--- config.mk ---
export PLATFORM = sky130hd
export DESIGN_NAME = gpc_counter
export DESIGN_NICKNAME = d
export VERILOG_FILES = /design/src/rtl/gpc_pkg.sv /design/src/rtl/gpc_fa.sv /design/src/rtl/gpc_ha.sv /design/src/rtl/gpc_ripple.sv /design/src/rtl/gpc_counter.sv
export SDC_FILE = /design/constraint.sdc
export NUM_CORES = 1
export LEC_CHECK = 0
export CAP_MARGIN = 20
export CORE_AREA = 2 2 39 41
export DETAILED_ROUTE_END_ITERATION = 6
export DIE_AREA = 0 0 41 43
export GPL_ROUTABILITY_DRIVEN = 0
export PLACE_DENSITY = 0.45
export SYNTH_ARGS = -nofsm -noshare
export SYNTH_HDL_FRONTEND = slang
export SYNTH_SLANG_ARGS = --single-unit
--- constraint.sdc ---
create_clock -name vclk -period 6.35
set_input_delay 1.905 -clock vclk [all_inputs]
set_output_delay 1.905 -clock vclk [all_outputs]
set_load 0.01 [all_outputs]
--- src/rtl/gpc_pkg.sv ---
package gpc_pkg;

  function automatic int unsigned gpc_max_val(int unsigned k1, int unsigned k0);
    return 2 * k1 + k0;
  endfunction

  function automatic int unsigned gpc_out_bits(int unsigned k1, int unsigned k0);
    return $clog2(2 * k1 + k0 + 1);
  endfunction

  function automatic bit gpc_supported(int unsigned k1, int unsigned k0);
    return (k1 == 0 && (k0 == 6 || k0 == 5)) ||
           (k1 == 3 && (k0 == 3 || k0 == 4 || k0 == 5));
  endfunction

endpackage

--- src/rtl/gpc_fa.sv ---
module gpc_fa (
  input  logic a_i,
  input  logic b_i,
  input  logic c_i,
  output logic s_o,
  output logic co_o
);
  assign s_o  = a_i ^ b_i ^ c_i;
  assign co_o = (a_i & b_i) | (c_i & (a_i ^ b_i));

  always_comb begin
    assert_fa_sum_R1: assert ({co_o, s_o} == 2'(a_i) + 2'(b_i) + 2'(c_i))
      else $error("full adder result wrong");
  end
endmodule

--- src/rtl/gpc_ha.sv ---
module gpc_ha (
  input  logic a_i,
  input  logic b_i,
  output logic s_o,
  output logic co_o
);
  assign s_o  = a_i ^ b_i;
  assign co_o = a_i & b_i;

  always_comb begin
    assert_ha_sum_R1: assert ({co_o, s_o} == 2'(a_i) + 2'(b_i))
      else $error("half adder result wrong");
  end
endmodule

--- src/rtl/gpc_ripple.sv ---
// Two-row ripple stage; carry in tied low so neighbours stay independent.
module gpc_ripple #(
  parameter int unsigned W = 3
) (
  input  logic [W-1:0] x_i,
  input  logic [W-1:0] y_i,
  output logic [W:0]   sum_o
);
  logic [W:0] carry;
  assign carry[0] = 1'b0;

  for (genvar i = 0; i < W; i++) begin : g_bit
    gpc_fa u_fa (
      .a_i (x_i[i]),
      .b_i (y_i[i]),
      .c_i (carry[i]),
      .s_o (sum_o[i]),
      .co_o(carry[i+1])
    );
  end

  assign sum_o[W] = carry[W];

  always_comb begin
    assert_ripple_sum_R7: assert (sum_o == (W+1)'(x_i) + (W+1)'(y_i))
      else $error("ripple stage result wrong");
  end
endmodule

--- src/rtl/gpc_counter.sv ---
module gpc_counter
  import gpc_pkg::*;
#(
  parameter int unsigned K1 = 3,
  parameter int unsigned K0 = 5,
  localparam int unsigned W1B  = (K1 == 0) ? 1 : K1,
  localparam int unsigned NOUT = gpc_out_bits(K1, K0)
) (
  input  logic [K0-1:0]   w0_i,
  input  logic [W1B-1:0]  w1_i,
  output logic [NOUT-1:0] cnt_o
);
  localparam int unsigned MAXV = gpc_max_val(K1, K0);
  localparam int unsigned RW   = NOUT - 1;

  logic [RW-1:0] row_x, row_y;
  logic [NOUT-1:0] rsum;

  if (K1 == 0 && K0 == 6) begin : g_s06
    logic s0, c0, s1, c1;
    gpc_fa u_fa0 (.a_i(w0_i[0]), .b_i(w0_i[1]), .c_i(w0_i[2]), .s_o(s0), .co_o(c0));
    gpc_fa u_fa1 (.a_i(w0_i[3]), .b_i(w0_i[4]), .c_i(w0_i[5]), .s_o(s1), .co_o(c1));
    assign row_x = RW'({c0, s0});
    assign row_y = RW'({c1, s1});
  end else if (K1 == 0 && K0 == 5) begin : g_s05
    logic s0, c0, s1, c1;
    gpc_fa u_fa0 (.a_i(w0_i[0]), .b_i(w0_i[1]), .c_i(w0_i[2]), .s_o(s0), .co_o(c0));
    gpc_ha u_ha0 (.a_i(w0_i[3]), .b_i(w0_i[4]), .s_o(s1), .co_o(c1));
    assign row_x = RW'({c0, s0});
    assign row_y = RW'({c1, s1});
  end else if (K1 == 3 && K0 == 3) begin : g_s33
    logic s0, c0, s1, c1;
    gpc_fa u_fa0 (.a_i(w0_i[0]), .b_i(w0_i[1]), .c_i(w0_i[2]), .s_o(s0), .co_o(c0));
    gpc_fa u_fa1 (.a_i(w1_i[0]), .b_i(w1_i[1]), .c_i(w1_i[2]), .s_o(s1), .co_o(c1));
    assign row_x = RW'({c1, c0, s0});
    assign row_y = RW'({1'b0, s1, 1'b0});
  end else if (K1 == 3 && K0 == 4) begin : g_s34
    logic s0, c0, s1, c1;
    gpc_fa u_fa0 (.a_i(w0_i[0]), .b_i(w0_i[1]), .c_i(w0_i[2]), .s_o(s0), .co_o(c0));
    gpc_fa u_fa1 (.a_i(w1_i[0]), .b_i(w1_i[1]), .c_i(w1_i[2]), .s_o(s1), .co_o(c1));
    assign row_x = RW'({c1, c0, s0});
    assign row_y = RW'({1'b0, s1, w0_i[3]});
  end else if (K1 == 3 && K0 == 5) begin : g_s35
    logic s0, c0, s1, c1, s2, c2, t1, u2;
    gpc_fa u_fa0 (.a_i(w0_i[0]), .b_i(w0_i[1]), .c_i(w0_i[2]), .s_o(s0), .co_o(c0));
    gpc_ha u_ha0 (.a_i(w0_i[3]), .b_i(w0_i[4]), .s_o(s2), .co_o(c2));
    gpc_fa u_fa1 (.a_i(w1_i[0]), .b_i(w1_i[1]), .c_i(w1_i[2]), .s_o(s1), .co_o(c1));
    // column 1 holds three bits; reduce once more before the ripple
    gpc_fa u_fa2 (.a_i(c0), .b_i(c2), .c_i(s1), .s_o(t1), .co_o(u2));
    assign row_x = RW'({c1, t1, s0});
    assign row_y = RW'({u2, 1'b0, s2});
  end else begin : g_none
    assign row_x = '0;
    assign row_y = '0;
  end

  gpc_ripple #(.W(RW)) u_rip (
    .x_i  (row_x),
    .y_i  (row_y),
    .sum_o(rsum)
  );

  assign cnt_o = rsum;

  initial begin
    assert_shape_ok_R2: assert (gpc_supported(K1, K0))
      else $error("unsupported counter shape");
  end

  always_comb begin
    assert_weighted_sum_R1: assert (32'(cnt_o) ==
        32'($countones(w0_i)) + ((K1 == 0) ? 32'd0 : 32'd2 * 32'($countones(w1_i))))
      else $error("weighted count wrong");
    assert_no_overflow_R8: assert (32'(cnt_o) <= MAXV)
      else $error("count above shape maximum");
  end
endmodule

Word level (Yosys, flattened, before mapping)
Index checks and enable logic that the tools add are counted.

operators by class
  bitwise gates (word level) = 26

operator list
  cell               number
  1-bit bitwise AND  11
  1-bit bitwise XOR  11
  1-bit bitwise OR   4

word-level totals
  logic and storage cells = 26
  input bits = 8
  register bits after elaboration = 0
  output and inout bits = 4

Depth between registers and ports, before layout
  depth in word-level cells = 9
  depth in mapped cells = 7
  gate-level depth less buffers = 6

Modules after synthesis
From an unflattened synthesis, not the netlist that was laid out.

unflattened totals
  cells, all modules = 10
  area total of the unflattened synthesis = 147.6 um2

modules (own cells, without submodules)
  module       seq. area each (um2)  cells each  times used  area an instance (um2)
  gpc_fa       0.0                   1           6           20.0
  gpc_ha       0.0                   1           1           12.5
  gpc_ripple   0.0                   2           1           11.3
  gpc_counter  0.0                   1           1           3.8

Worst setup path before layout
Ideal clock, no wire load.

  path type = input port to output port
  start point = in w1_i[0]
  end point = out cnt_o[2]
  data required time = 4.445 ns
  setup slack = 0.738 ns
  buffers on the path = 1
  cell stages on the path = 7
  arrival = 3.707 ns
  cells stage by stage = inv_1 fa_1 fa_1 inv_1 ha_1 fa_1 buf_4

between the ends
  word-level cells in the longest chain between the ends = 6
  elaborated cells between the ends (all ways) = 11
  classes of those cells = bitwise: 11

RTL lines
  item                   line                      source
  start, declared        gpc_counter.sv:10         input logic [W1B-1:0] w1_i,
  1-bit bitwise XOR      gpc_fa.sv:8, gpc_fa.sv:9
  1-bit bitwise XOR      gpc_fa.sv:8               assign s_o = a_i ^ b_i ^ c_i;
  1-bit bitwise AND      gpc_fa.sv:9               assign co_o = (a_i & b_i) | (c_i & (a_i ^ b_i));
  1-bit bitwise OR       gpc_fa.sv:9
  1-bit bitwise XOR      gpc_fa.sv:8
  1-bit bitwise XOR (*)  gpc_fa.sv:8
  end, declared          gpc_counter.sv:11         output logic [NOUT-1:0] cnt_o

Every way passes the cells marked *; elsewhere a longest branch is shown, timed or not.

Final worst setup path
Ends and elaborated chain as after synthesis.

==> impl_metrics.yaml <==
status:
  outcome: "finished, final reports clean"
final_layout:
  nets: 44
  final_cell_mix: "clkdlybuf4s50_1, inv_1, fa_1"
  clkbuf_count: 0
  drive_above_1_share: 0
  num_antenna_cells: 0
  synthToLayoutAreaGrowth_pct: 61.3
  seq_cells: 0
  final_cells: 43
  final-seq-area_sq_um: 0
  final_common_cell: "clkdlybuf4s50_1"
synth:
  synth_top_family_by_area: "adder cells"
  synth-adder-area-share: 0.662
  syn_avg_cell_area_sq_um: 9.35
  synth_compound_area_frac: 0
  syn-num-nets: 34
  synth_xor_xnor_area_share: 0
  syn_inst: 19
  synth_cell_types: 4
  muxShareOfSynthArea: 0
  ys_seq_area_frac: 0
  syn_area_sq_um: 178
  synthSimpleGateAreaFrac: 0
  synth-warning-count: 0
global_routing:
  use_met1: 0.0455
  grtUsageMet3: 0.00524
  grt_pass1_vias: 131
  met2_usage: 0.0625
  grt_use_total: 0.0352
  antenna_found_initial: 0
  grt.busiest_layer: "met2"
  grt_start_max_net_pins: 2
  grt-ovfl-total: 0
  grt_first_pass_wirelength_um: 469
placed_design:
  dp.cells: 43
  hpwl_um: 251
  port_buffers: 12
critical_path:
  startpoint: "w1_i[0]"
  start_kind: "input pin"
  cp.required_ps: 4450
  critPathArrivalTime_ps: 4330
  cp_max_fo: 1
  crit_path_end: "cnt_o[2]"
  end_kind: "output pin"
  critPathKind: "in2out"
worst_hold_path:
  hold_path.class: "in2out"
die:
  die_area_sq_um: 1760
  die_y_um: 43
  placementRows: 14
  die_w_um: 41
  start_util: 0.128
  coreArea_sq_um: 1380
  pin_count: 12
run:
  maxCapViolCount: 0
route:
  vias_per_cell: 3.05
  postRouteAntennaNets: 0
  wl_um: 240
  num_vias: 131
  drt_iter0_markers: 0
  dr.pass1.iters: 1
  routedWlPerCell_um: 5.58
  drc: 0
timing:
  rsz0062_at_grt: "no"
  clock.fmax_mhz: 160
  timing.final.crit_period_ps: 6230
  finalCritPeriodShare: 0.981
  drv_slew: 0
  worst_slew_pin_slew_ps: 126
  finalHoldViolations: 0
  max_slew_margin: 0.916
  final-setup-viol-count: 0
power_and_ir_drop:
  total_power_uw: 33.9
  ir_drop_uv: 32.4
  power.density_nw_per_um2: 118
  leakagePower_nw: 0.146
clock_tree:
  postCtsSetupRepairBufs: 0
==> power breakdown <==
group / internal, mW / switching, mW
clock network: 0 / 0
registers: 0 / 0
logic: 0.0200 / 0.0139
total: 0.0200 / 0.0139
==> Yosys cell counts <==
cell type,n,area [sq um]
ha_1,3,37.5
buf_4,4,30.0
inv_1,8,30.0
fa_1,4,80.1
==> critical path, cell delays in order <==
cell and delay [ps]:
clkdlybuf4s50_1 450, inv_1 50, fa_1 480, fa_1 490, inv_1 40, ha_1 200
fa_1 480, clkdlybuf4s15_1 230
==> kinds of logic (layout without fill, tap and decap cells) <==
| family | after synthesis | in the layout |
|---|---|---|
| adders and majority gates | 7 | 7 |
| buffers and inverters | 12 | 20 |
==> routing by layer <==
metal | vias to the layer above | part of all wire
met1 | 60 | 0.35
met5 | - | 0
li1 | 64 | -
met2 | 7 | 0.47
met4 | 0 | 0
met3 | 0 | 0.17
==> how the worst min path moves through the flow <==
stage | start | endpoint | slack [ps] | cells after the start
global placement | w0_i[4] | cnt_o[0] | 5030 | 4
detailed placement | w0_i[4] | cnt_o[0] | 5030 | 4
CTS | w0_i[4] | cnt_o[0] | 5040 | 4
floorplan | w0_i[4] | cnt_o[0] | 4120 | 3
global route | w0_i[4] | cnt_o[0] | 5080 | 4
finish | w0_i[4] | cnt_o[0] | 5030 | 4
==> per-stage QoR <==
| stage | instance area [sq um] | TNS (ps) | hold slack, ps | setup slack, ps | util |
|---|---|---|---|---|---|
| finish | 287 | 0 | 5030 | 119 | 0.207 |
| global route | 287 | 0 | 5080 | 15.7 | 0.207 |
| CTS | 285 | 0 | 5040 | 62.6 | 0.206 |
| detailed placement | 288 | -222 | 5030 | -202 | 0.208 |
| global placement | 288 | -226 | 5030 | -197 | 0.208 |
| floorplan | 178 | 0 | 4120 | 738 | - |
==> cell type report <==
class / count / area [sq um]
repair buffers: 12 / 119
multi-input cells: 7 / 118
fillers: 159 / 1100
well taps: 16 / 20.0
inverters: 8 / 30.0
==> repair_timing <==
item                                   4_1_cts  5_1_grt
gates cloned                                 0        0
gates resized for setup                      2        1
hold buffers                                 0        0
setup endpoints to repair                    2        1
endpoints found under the hold margin        0        0
Note: power is estimated with default switching activity, not from simulation.
